## src/rtl/hsbus_pkg.sv

```systemverilog
// Shared types and helpers for the hot-insertion link controller.
// Assumes a single clock domain for all control inputs.
package hsbus_pkg;

    // Link controller states
    typedef enum logic [1:0] {
        LNK_LOCK = 2'd0,
        LNK_WAIT = 2'd1,
        LNK_JOIN = 2'd2
    } link_state_t;

    // Per-line drive direction while joined
    typedef enum logic [1:0] {
        DIR_NONE   = 2'd0,
        DIR_BP2CD  = 2'd1,
        DIR_CD2BP  = 2'd2,
        DIR_SETTLE = 2'd3
    } dir_state_t;

    localparam int LINE_SDA  = 0;
    localparam int LINE_SCL  = 1;
    localparam int NUM_LINES = 2;

    // Idle time in clock cycles, rounded up, never below one
    function automatic int idle_cycles(input int clk_mhz, input int idle_ns);
        int c;
        c = (clk_mhz * idle_ns + 999) / 1000;
        return (c < 1) ? 1 : c;
    endfunction

endpackage

```

## src/rtl/hsbus_sync.sv

```systemverilog
// Multi-stage synchroniser for a vector of asynchronous line levels.
// Assumes the lines idle high; the reset value is a parameter.
module hsbus_sync #(
    parameter int              WIDTH   = 4,
    parameter int              STAGES  = 2,
    parameter logic [WIDTH-1:0] RST_VAL = '1
) (
    input  logic             clk,
    input  logic             rst_n,
    input  logic [WIDTH-1:0] d,
    output logic [WIDTH-1:0] q
);

    logic [WIDTH-1:0] pipe [STAGES];

    // Shift raw levels through the flop chain
    always_ff @(posedge clk) begin
        if (!rst_n) begin
            for (int i = 0; i < STAGES; i++) pipe[i] <= RST_VAL;
        end else begin
            pipe[0] <= d;
            for (int i = 1; i < STAGES; i++) pipe[i] <= pipe[i-1];
        end
    end

    assign q = pipe[STAGES-1];

endmodule

```

## src/rtl/hsbus_end_detect.sv

```systemverilog
// Watches the synchronised backplane lines for the end of a transfer.
// It reports a one-cycle stop pulse and a level that is high once the bus
// has been idle for IDLE_CYC cycles. hold_clr keeps the detector
// quiet during lockout.
module hsbus_end_detect #(
    parameter int IDLE_CYC = 9500
) (
    input  logic clk,
    input  logic rst_n,
    input  logic hold_clr,
    input  logic sda_hi,
    input  logic scl_hi,
    output logic stop_seen,
    output logic idle_met
);

    localparam int            CW    = $clog2(IDLE_CYC + 1);
    localparam logic [CW-1:0] LIMIT = CW'(IDLE_CYC);

    logic [CW-1:0] idle_cnt;
    logic          sda_prev;

    // Remember the previous data level for edge detection
    always_ff @(posedge clk) begin
        if (!rst_n) sda_prev <= 1'b1;
        else        sda_prev <= sda_hi;
    end

    // Count consecutive cycles with both lines high, saturating
    always_ff @(posedge clk) begin
        if (!rst_n || hold_clr || !(sda_hi && scl_hi)) idle_cnt <= '0;
        else if (idle_cnt != LIMIT)                    idle_cnt <= idle_cnt + 1'b1;
    end

    assign stop_seen = sda_hi && !sda_prev && scl_hi && !hold_clr;
    assign idle_met  = (idle_cnt == LIMIT);

endmodule

```

## src/rtl/hsbus_line_bridge.sv

```systemverilog
// Wired-AND bridge for one line between the backplane and the card.
// A side held low by an outside device is mirrored onto the other side. The
// tracker remembers which side it is driving, so it never mistakes its own
// pull for an outside one. After a release it waits out the synchroniser
// latency before it looks again.
module hsbus_line_bridge
    import hsbus_pkg::*;
#(
    parameter int SYNC_STAGES = 2
) (
    input  logic clk,
    input  logic rst_n,
    input  logic link,
    input  logic bp_lo,
    input  logic cd_lo,
    output logic bp_oe,
    output logic cd_oe
);

    localparam int            HOLD_CYC  = SYNC_STAGES + 1;
    localparam int            CW        = $clog2(HOLD_CYC);
    localparam logic [CW-1:0] HOLD_LOAD = CW'(HOLD_CYC - 1);

    dir_state_t    dir;
    logic [CW-1:0] settle_cnt;

    // Track drive direction and the settle window after a release
    always_ff @(posedge clk) begin
        if (!rst_n || !link) begin
            dir        <= DIR_NONE;
            settle_cnt <= '0;
        end else begin
            case (dir)
                DIR_NONE: begin
                    if (bp_lo)      dir <= DIR_BP2CD;
                    else if (cd_lo) dir <= DIR_CD2BP;
                end
                DIR_BP2CD: begin
                    if (!bp_lo) begin
                        dir        <= DIR_SETTLE;
                        settle_cnt <= HOLD_LOAD;
                    end
                end
                DIR_CD2BP: begin
                    if (!cd_lo) begin
                        dir        <= DIR_SETTLE;
                        settle_cnt <= HOLD_LOAD;
                    end
                end
                default: begin
                    if (settle_cnt == '0) dir <= DIR_NONE;
                    else                  settle_cnt <= settle_cnt - 1'b1;
                end
            endcase
        end
    end

    assign cd_oe = link && (dir == DIR_BP2CD);
    assign bp_oe = link && (dir == DIR_CD2BP);

endmodule

```

## src/rtl/hsbus_link_ctrl.sv

```systemverilog
// Hot-insertion link controller: decides when the card bus joins the
// backplane bus and bridges both lines while joined.
// Assumes pwr_good, enable and stuck_fault are synchronous to clk. The bus
// lines are asynchronous and pass through synchronisers.
module hsbus_link_ctrl
    import hsbus_pkg::*;
#(
    parameter int CLK_MHZ     = 100,
    parameter int IDLE_NS     = 95000,
    parameter int SYNC_STAGES = 2
) (
    input  logic clk,
    input  logic rst_n,
    input  logic pwr_good,
    input  logic enable,
    input  logic stuck_fault,
    input  logic bp_sda_i,
    input  logic bp_scl_i,
    input  logic card_sda_i,
    input  logic card_scl_i,
    output logic bp_sda_oe,
    output logic bp_scl_oe,
    output logic card_sda_oe,
    output logic card_scl_oe,
    output logic ready,
    output logic recov_disable
);

    localparam int IDLE_CYC = idle_cycles(CLK_MHZ, IDLE_NS);

    logic [3:0]           line_s;
    logic [NUM_LINES-1:0] bp_lo, cd_lo, bp_oe_v, cd_oe_v;
    logic                 stop_seen, idle_met, qualified, card_hi;
    logic                 en_prev, flt_prev, en_rise, flt_rise;
    logic                 end_seen, fault_pend, link;
    link_state_t          state;

    hsbus_sync #(.WIDTH(4), .STAGES(SYNC_STAGES), .RST_VAL(4'b1111)) i_sync (
        .clk   (clk),
        .rst_n (rst_n),
        .d     ({card_scl_i, card_sda_i, bp_scl_i, bp_sda_i}),
        .q     (line_s)
    );

    assign bp_lo[LINE_SDA] = !line_s[0];
    assign bp_lo[LINE_SCL] = !line_s[1];
    assign cd_lo[LINE_SDA] = !line_s[2];
    assign cd_lo[LINE_SCL] = !line_s[3];
    assign card_hi         = line_s[2] && line_s[3];

    hsbus_end_detect #(.IDLE_CYC(IDLE_CYC)) i_end (
        .clk       (clk),
        .rst_n     (rst_n),
        .hold_clr  (!pwr_good),
        .sda_hi    (line_s[0]),
        .scl_hi    (line_s[1]),
        .stop_seen (stop_seen),
        .idle_met  (idle_met)
    );

    assign qualified = end_seen || stop_seen || idle_met;
    assign en_rise   = enable && !en_prev;
    assign flt_rise  = stuck_fault && !flt_prev;
    assign link      = (state == LNK_JOIN);

    // Edge history for enable and fault inputs
    always_ff @(posedge clk) begin
        if (!rst_n) begin
            en_prev  <= 1'b0;
            flt_prev <= 1'b0;
        end else begin
            en_prev  <= enable;
            flt_prev <= stuck_fault;
        end
    end

    // Link state machine with priority lockout > enable > fault > force > normal
    always_ff @(posedge clk) begin
        if (!rst_n) begin
            state      <= LNK_LOCK;
            end_seen   <= 1'b0;
            fault_pend <= 1'b0;
        end else if (!pwr_good) begin
            state      <= LNK_LOCK;
            end_seen   <= 1'b0;
            fault_pend <= 1'b0;
        end else if (!enable) begin
            state    <= LNK_WAIT;
            end_seen <= 1'b0;
        end else if (flt_rise) begin
            state      <= LNK_WAIT;
            end_seen   <= 1'b0;
            fault_pend <= 1'b1;
        end else if (en_rise && fault_pend) begin
            state      <= LNK_JOIN;
            end_seen   <= 1'b0;
            fault_pend <= 1'b0;
        end else begin
            case (state)
                LNK_LOCK: state <= LNK_WAIT;
                LNK_WAIT: begin
                    if (qualified && card_hi) begin
                        state      <= LNK_JOIN;
                        end_seen   <= 1'b0;
                        fault_pend <= 1'b0;
                    end else begin
                        end_seen <= qualified;
                    end
                end
                LNK_JOIN: state <= LNK_JOIN;
                default:  state <= LNK_LOCK;
            endcase
        end
    end

    // Disable request to the recovery block follows enable
    always_ff @(posedge clk) begin
        if (!rst_n) recov_disable <= 1'b1;
        else        recov_disable <= !enable;
    end

    for (genvar g = 0; g < NUM_LINES; g++) begin : g_line
        hsbus_line_bridge #(.SYNC_STAGES(SYNC_STAGES)) i_bridge (
            .clk   (clk),
            .rst_n (rst_n),
            .link  (link),
            .bp_lo (bp_lo[g]),
            .cd_lo (cd_lo[g]),
            .bp_oe (bp_oe_v[g]),
            .cd_oe (cd_oe_v[g])
        );
    end

    assign bp_sda_oe   = bp_oe_v[LINE_SDA];
    assign bp_scl_oe   = bp_oe_v[LINE_SCL];
    assign card_sda_oe = cd_oe_v[LINE_SDA];
    assign card_scl_oe = cd_oe_v[LINE_SCL];
    assign ready       = link;

endmodule

```

## config.mk

```make
export PLATFORM = sky130hd
export DESIGN_NAME = hsbus_link_ctrl
export DESIGN_NICKNAME = d
export VERILOG_FILES = /design/src/rtl/hsbus_pkg.sv /design/src/rtl/hsbus_sync.sv /design/src/rtl/hsbus_end_detect.sv /design/src/rtl/hsbus_line_bridge.sv /design/src/rtl/hsbus_link_ctrl.sv
export SDC_FILE = /design/constraint.sdc
export NUM_CORES = 1
export LEC_CHECK = 0
export BUFFER_PORTS_ARGS = -buffer_cell sky130_fd_sc_hd__clkbuf_2
export CORE_MARGIN = 2
export CORE_UTILIZATION = 26
export CTS_CLUSTER_SIZE = 30
export DETAILED_ROUTE_END_ITERATION = 8
export PLACE_DENSITY = 0.4
export SETUP_SLACK_MARGIN = 0.15
export SLEW_MARGIN = 15
export SYNTH_ARGS = -nofsm -noshare
export SYNTH_HDL_FRONTEND = slang
export SYNTH_SLANG_ARGS = --single-unit
```

## constraint.sdc

```tcl
create_clock -name clk -period 2.45 [get_ports clk]
set_clock_uncertainty 0.05 [all_clocks]
set_input_delay 0.245 -clock clk [delete_from_list [all_inputs] [get_ports clk]]
set_output_delay 0.245 -clock clk [all_outputs]
set_load 0.05 [all_outputs]
```

# == Yosys cells after proc, flatten, opt, wreduce, memory -nomap -nowiden ==
# Memory sizes are Yosys's and may differ from the RTL's.
# Index checks and enable logic that the tools add are counted.
# totals
in_bits,9
elab_cells,119
out_inout_bits,6
ram_bits,8
register_bits,30
memories,1
# op_classes
n_addsub,3
eq_ne,18
mux,34
n_reduce_logical,43
n_bitwise,7
# memory_table
name,depth,word_bits,read_ports,rd_ports_with_merged_regs,wr,line,source
i_sync.pipe,2,4,2,0,2,hsbus_sync.sv:14,logic [WIDTH-1:0] pipe [STAGES];
# ops
op,n
two-way mux 2 bit,18
case mux 2 bit (3 select lines),5
AND reduction 4 bit,4
inequality test 3 bit (second input constant),5
adder 14 x 1 -> 14 bit (second input constant),1
equality test 14 bit (second input constant),1
inequality test 14 bit (second input constant),1
logical AND 1 bit,13
zero test 2 bit,5
two-way mux 1 bit,9
zero test 1 bit,8
two-way mux 4 bit,2
inequality test 2 bit (second input constant),4
nonzero test 4 bit,2
equality test 2 x 1 -> 1 bit (second input constant),3
equality test 2 bit (second input constant),3
nonzero test 3 bit,2
logical OR 1 bit,5
inequality test 5 bit (second input constant),1
NOT 1 bit,5
OR reduction 5 bit,1
OR reduction 4 bit,1
subtractor 2 x 1 -> 2 bit (second input constant),2
AND reduction 3 bit,1
other kinds (2),3

# == Longest topological paths before layout ==
# logic_depth
ltp_word,12
ltp_mapped,7
depth_no_buf,7

# == Modules after synthesis ==
# From an unflattened synthesis, not the netlist that was laid out.
# unflattened
cells_unflattened,230
area_unflattened_um2,2095.8
# by_module_without_submodules
mod,area_per_inst_um2,seq_area_each_um2,cells_each,n_inst
hsbus_end_detect,772.0,300.3,83,1
hsbus_line_bridge,350.3,80.1,40,2
hsbus_link_ctrl,382.9,140.1,47,1
hsbus_sync,240.2,160.2,20,1

# == Worst setup path before layout ==
# OpenSTA, ideal clock, no wires.
# synth_timing
path_type,register to register
start,register g_line[0].i_bridge.dir[0]
end,register g_line[0].i_bridge.dir[0]
required_ns,2.327
setup_ns,0.073
setup_slack_ns,0.672
stages_incl_launch_ff,7
synth_period_minus_slack_ns,1.778
t_arrival_ns,1.655
path_buffers,0
path_cell_list,dfxtp_1 -> inv_1 -> ha_1 -> a22o_1 -> a311o_1 -> or3_1 -> a21oi_1
# synth_between
elab_chain_len,3
elab_cells_between_ends,9
cone_classes,eq/ne (5); mux (1); reduce/logical (3)
# synth_lines
element,line,source
start: declaration,hsbus_line_bridge.sv:24,dir_state_t dir;
start signal: assignment,hsbus_line_bridge.sv:30,dir <= DIR_NONE;
start signal: assignment,hsbus_line_bridge.sv:35,if (bp_lo) dir <= DIR_BP2CD;
start signal: assignment,hsbus_line_bridge.sv:36,else if (cd_lo) dir <= DIR_CD2BP;
"equality test 2 bit, or another cell as far along",hsbus_line_bridge.sv:33,case (dir)
"nonzero test 4 bit (no line), or another cell as far along",-,
AND reduction 4 bit (no line),-,
# Parallel ways exist; a longest one is shown, timed or not.
# A chain may end at the register's enable or synchronous reset.

# == Worst setup path after layout ==
# layout_timing
start,register i_end.idle_cnt[0]
end,register fault_pend
# layout_between
elab_chain_len,5
# layout_lines
element,line,source
start: declaration,hsbus_end_detect.sv:20,logic [CW-1:0] idle_cnt;
start signal: assignment,hsbus_end_detect.sv:32,else if (idle_cnt != LIMIT) idle_cnt <= idle_cnt + 1'b1;
equality test 14 bit,hsbus_end_detect.sv:36,assign idle_met = (idle_cnt == LIMIT);
logical OR 1 bit,hsbus_link_ctrl.sv:61,assign qualified = end_seen || stop_seen || idle_met;
logical AND 1 bit,hsbus_link_ctrl.sv:102,if (qualified && card_hi) begin
nonzero test 3 bit (no line),-,
AND reduction 3 bit (no line),-,
end signal: assignment,hsbus_link_ctrl.sv:82,fault_pend <= 1'b0;
end signal: assignment,hsbus_link_ctrl.sv:97,fault_pend <= 1'b0;
end signal: assignment,hsbus_link_ctrl.sv:105,fault_pend <= 1'b0;
end: declaration,hsbus_link_ctrl.sv:35,"logic end_seen, fault_pend, link;"
# Every way passes these cells.

==> flow_summary.json <==
{
  "r2r-start": "i_end.idle_cnt[0]",
  "drt_iter0_markers": 42,
  "ir_drop_mv": 0.247,
  "yosys_warnings": 0,
  "die-area_mm2": 0.00767,
  "grt_pass1_wl_mm": 6.25,
  "clock_sinks": 38,
  "detail-route-antenna-nets": 0,
  "synth-edff-count": 0,
  "synth_area_leader_cell": "dfxtp_1",
  "power_density_mw_per_mm2": 530,
  "grt_pass1_vias": 1395,
  "rsz0062_at_grt": "no",
  "synthesis.nets": 234,
  "cts-resized-gates": 0,
  "clockPowerShare_pct": 36.9,
  "setup-tns-final_ns": 0,
  "hold_buffers": 0,
  "synth_top_area_share_pct": 41.9,
  "critical-path-slowest-cell": "dfxtp_1",
  "synth_seq_cells": 38,
  "cp-end-kind": "flip-flop",
  "hold_viol_final": 0,
  "cts_setup_buffers": 0,
  "core_mm2": 0.00679,
  "overflow": 0,
  "slowest_delay_ns": 0.36,
  "syn_area_per_cell_um2": 8.65,
  "die_h_um": 87.6,
  "worst-path-buf-inv": 1,
  "r2r_cells": 7,
  "path_class": "flip-flop to flip-flop",
  "numCtsBuffers": 5,
  "yosysSeqAreaShare_pct": 41.9,
  "grt_start_max_net_pins": 15,
  "synthesis.area_mm2": 0.00182,
  "start_util_pct": 26.7,
  "rrSetupSlack_ns": 0.49,
  "internal_power_mw": 0.852,
  "vias_per_cell": 4.31,
  "hold_end": "i_sync.pipe[0][0]",
  "gp_congestion": 0.724,
  "ctsHtreeMaxLevel": 2,
  "first_pass_iters": 4,
  "rows": 30,
  "grt_antenna_before_repair": 0,
  "min_path_cells": 2,
  "path_cells": "inv_1 -> ha_1 -> nor4bb_1 -> nand4b_2 -> a21oi_2 -> a31o_2 -> a21oi_1",
  "grt.total_usage_pct": 10.5,
  "worstSkewPairLatency_ns": 0.29,
  "cts.clk_slew.worst_paths_ns": 0.07,
  "pwr-share-seq_pct": 57.6,
  "outcome": "finished, final reports clean",
  "final_max_slew_viol_count": 0,
  "cts_tree": "done",
  "path_delay_family": "simple AND/OR/NAND/NOR gates",
  "p_sw_mw": 0.255,
  "die_w_um": 87.6,
  "drive_gt1_share_pct": 10.8,
  "worst_r2r_endpoint": "fault_pend",
  "setup_viol": 0,
  "cp.arrival_ns": 2.09,
  "power_mw": 1.11,
  "syn_to_final_growth_pct": 15.1,
  "ioPinCount": 15,
  "min_period_ns": 1.96,
  "finalCritPeriodShare_pct": 79.9,
  "relSlewSlack_pct": 74.7,
  "synthTopCellsByArea": "dfxtp_1, ha_1, nand2_1",
  "ys_types": 32,
  "numPortBuffers": 14,
  "drc": 0,
  "crit_path_start_kind": "flip-flop",
  "max_freq_ghz": 0.511,
  "drv_cap": 0,
  "finalWorstSetupSlack_ns": 0.491,
  "power.leakage_nw": 0.760,
  "hold_start": "bp_sda_i",
  "synthCells": 210,
  "nNetsFinal": 255,
  "cts-root-buf": "clkbuf_8",
  "worstMarginPinSlew_ns": 0.376,
  "wl_per_cell_um": 10.5,
  "dp_slack_ns": 0.504,
  "sw_frac_of_total_pct": 23.1,
  "vias": 1409,
  "worstPathMaxFanout": 10,
  "p_comb_share_pct": 5.5,
  "synth_top_flop_cell": "dfxtp_1",
  "cp.required_ns": 2.58,
  "hold_path.class": "primary input to flip-flop",
  "synth-async-reset-ratio_pct": 0,
  "dp_hpwl_mm": 2.64,
  "n_antenna_cell": 0,
  "cts_buffer_depth": 2,
  "finish.utilization_pct": 30.8,
  "wirelength_mm": 3.44
}
[metal layers]
| metal | track usage [%] | wire length [um] | vias to the layer above |
|---|---|---|---|
| met4 | 4.20 | 61 | 0 |
| li1 | - | - | 754 |
| met5 | 0 | 0 | - |
| met3 | 3.77 | 158 | 7 |
| met1 | 14.2 | 1810 | 627 |
| met2 | 15.2 | 1410 | 21 |
[cell families after synthesis]
group | share of synthesized area [%]
simple gates | 27.4
xor+xnor | 6.27
compound gates | 9.58
buf+inv | 4.55
flops | 41.9
fa+ha+maj | 10.3
[area by class of cell]
cell class              count  area [um2]
flip-flops and latches     38         761
multi-input cells         150         972
fillers                   726        4700
repair buffers             16        85.1
well taps                  96         120
inverters                  20        75.1
clock buffers               7        76.3
[sequential cells by signal, summed over array words and instances, names as in the netlist]
name / count
g_line.i_bridge.settle_cnt: 4
i_end.sda_prev: 1
flt_prev: 1
recov_disable: 1
en_prev: 1
end_seen: 1
state: 2
g_line.i_bridge.dir: 4
i_end.idle_cnt: 14
fault_pend: 1
i_sync.pipe: 8
[cell usage after synthesis, types with 3 or more instances]
| cell type | n |
|---|---|
| dfxtp_1 | 38 |
| nand2_1 | 21 |
| nor2_1 | 21 |
| inv_1 | 19 |
| a21oi_1 | 15 |
| ha_1 | 15 |
| nand2b_1 | 12 |
| nand4_1 | 7 |
| xnor2_1 | 7 |
| nor3_1 | 6 |
| nor4_1 | 6 |
| xor2_1 | 6 |
| and2_1 | 5 |
| or3_1 | 5 |
| nand3_1 | 3 |
| nor2b_1 | 3 |
[stage by stage]
stage / cells / hold slack (ns) / instance area [um2]
after floorplan: 210 / 0.268 / 1820
after global placement: 320 / 0.339 / 2010
after detailed placement: 320 / 0.345 / 2010
after CTS: 327 / 0.0721 / 2090
after global routing: 327 / 0.0826 / 2090
final: 327 / 0.0784 / 2090
[worst max path at each step]
stage               slack [ns]                         to  cells after the start                 startpoint
floorplan                 0.67  g_line[0].i_bridge.dir[0]                      6  g_line[0].i_bridge.dir[0]
global placement          0.54  g_line[0].i_bridge.dir[0]                      6  g_line[0].i_bridge.dir[0]
detailed placement        0.50                 fault_pend                      7          i_end.idle_cnt[0]
CTS                       0.48                 fault_pend                      7          i_end.idle_cnt[0]
global route              0.35                 fault_pend                      7          i_end.idle_cnt[0]
finish                    0.49                 fault_pend                      7          i_end.idle_cnt[0]
[placed cells by master, fill, tap and decap left out, types with 2 or more instances in the layout]
master / count
inv_1: 19
nor2b_1: 3
a22o_1: 2
and2_1: 5
nand3_1: 3
clkbuf_2: 14
a21oi_1: 15
nand2b_1: 12
clkbuf_8: 5
nand4_1: 7
a211oi_1: 2
or3_1: 5
ha_1: 15
xnor2_1: 7
nor4_1: 6
xor2_1: 6
nor3_1: 6
clkbuf_1: 2
nor4bb_1: 2
buf_4: 2
dfxtp_1: 38
nor2_1: 21
nand2_1: 21
a311o_1: 2
[power by group through the flow]
stage / combinational [mW] / clock, mW / sequential, mW
5_1_grt: 0.0703 / 0.459 / 0.640
3_5_place_dp: 0.0624 / 0 / 0.653
2_1_floorplan: 0.0378 / 0 / 0.653
6_report: 0.0607 / 0.409 / 0.638
4_1_cts: 0.0623 / 0.436 / 0.638
3_3_place_gp: 0.0626 / 0 / 0.653
(Power assumes the default switching activity.)
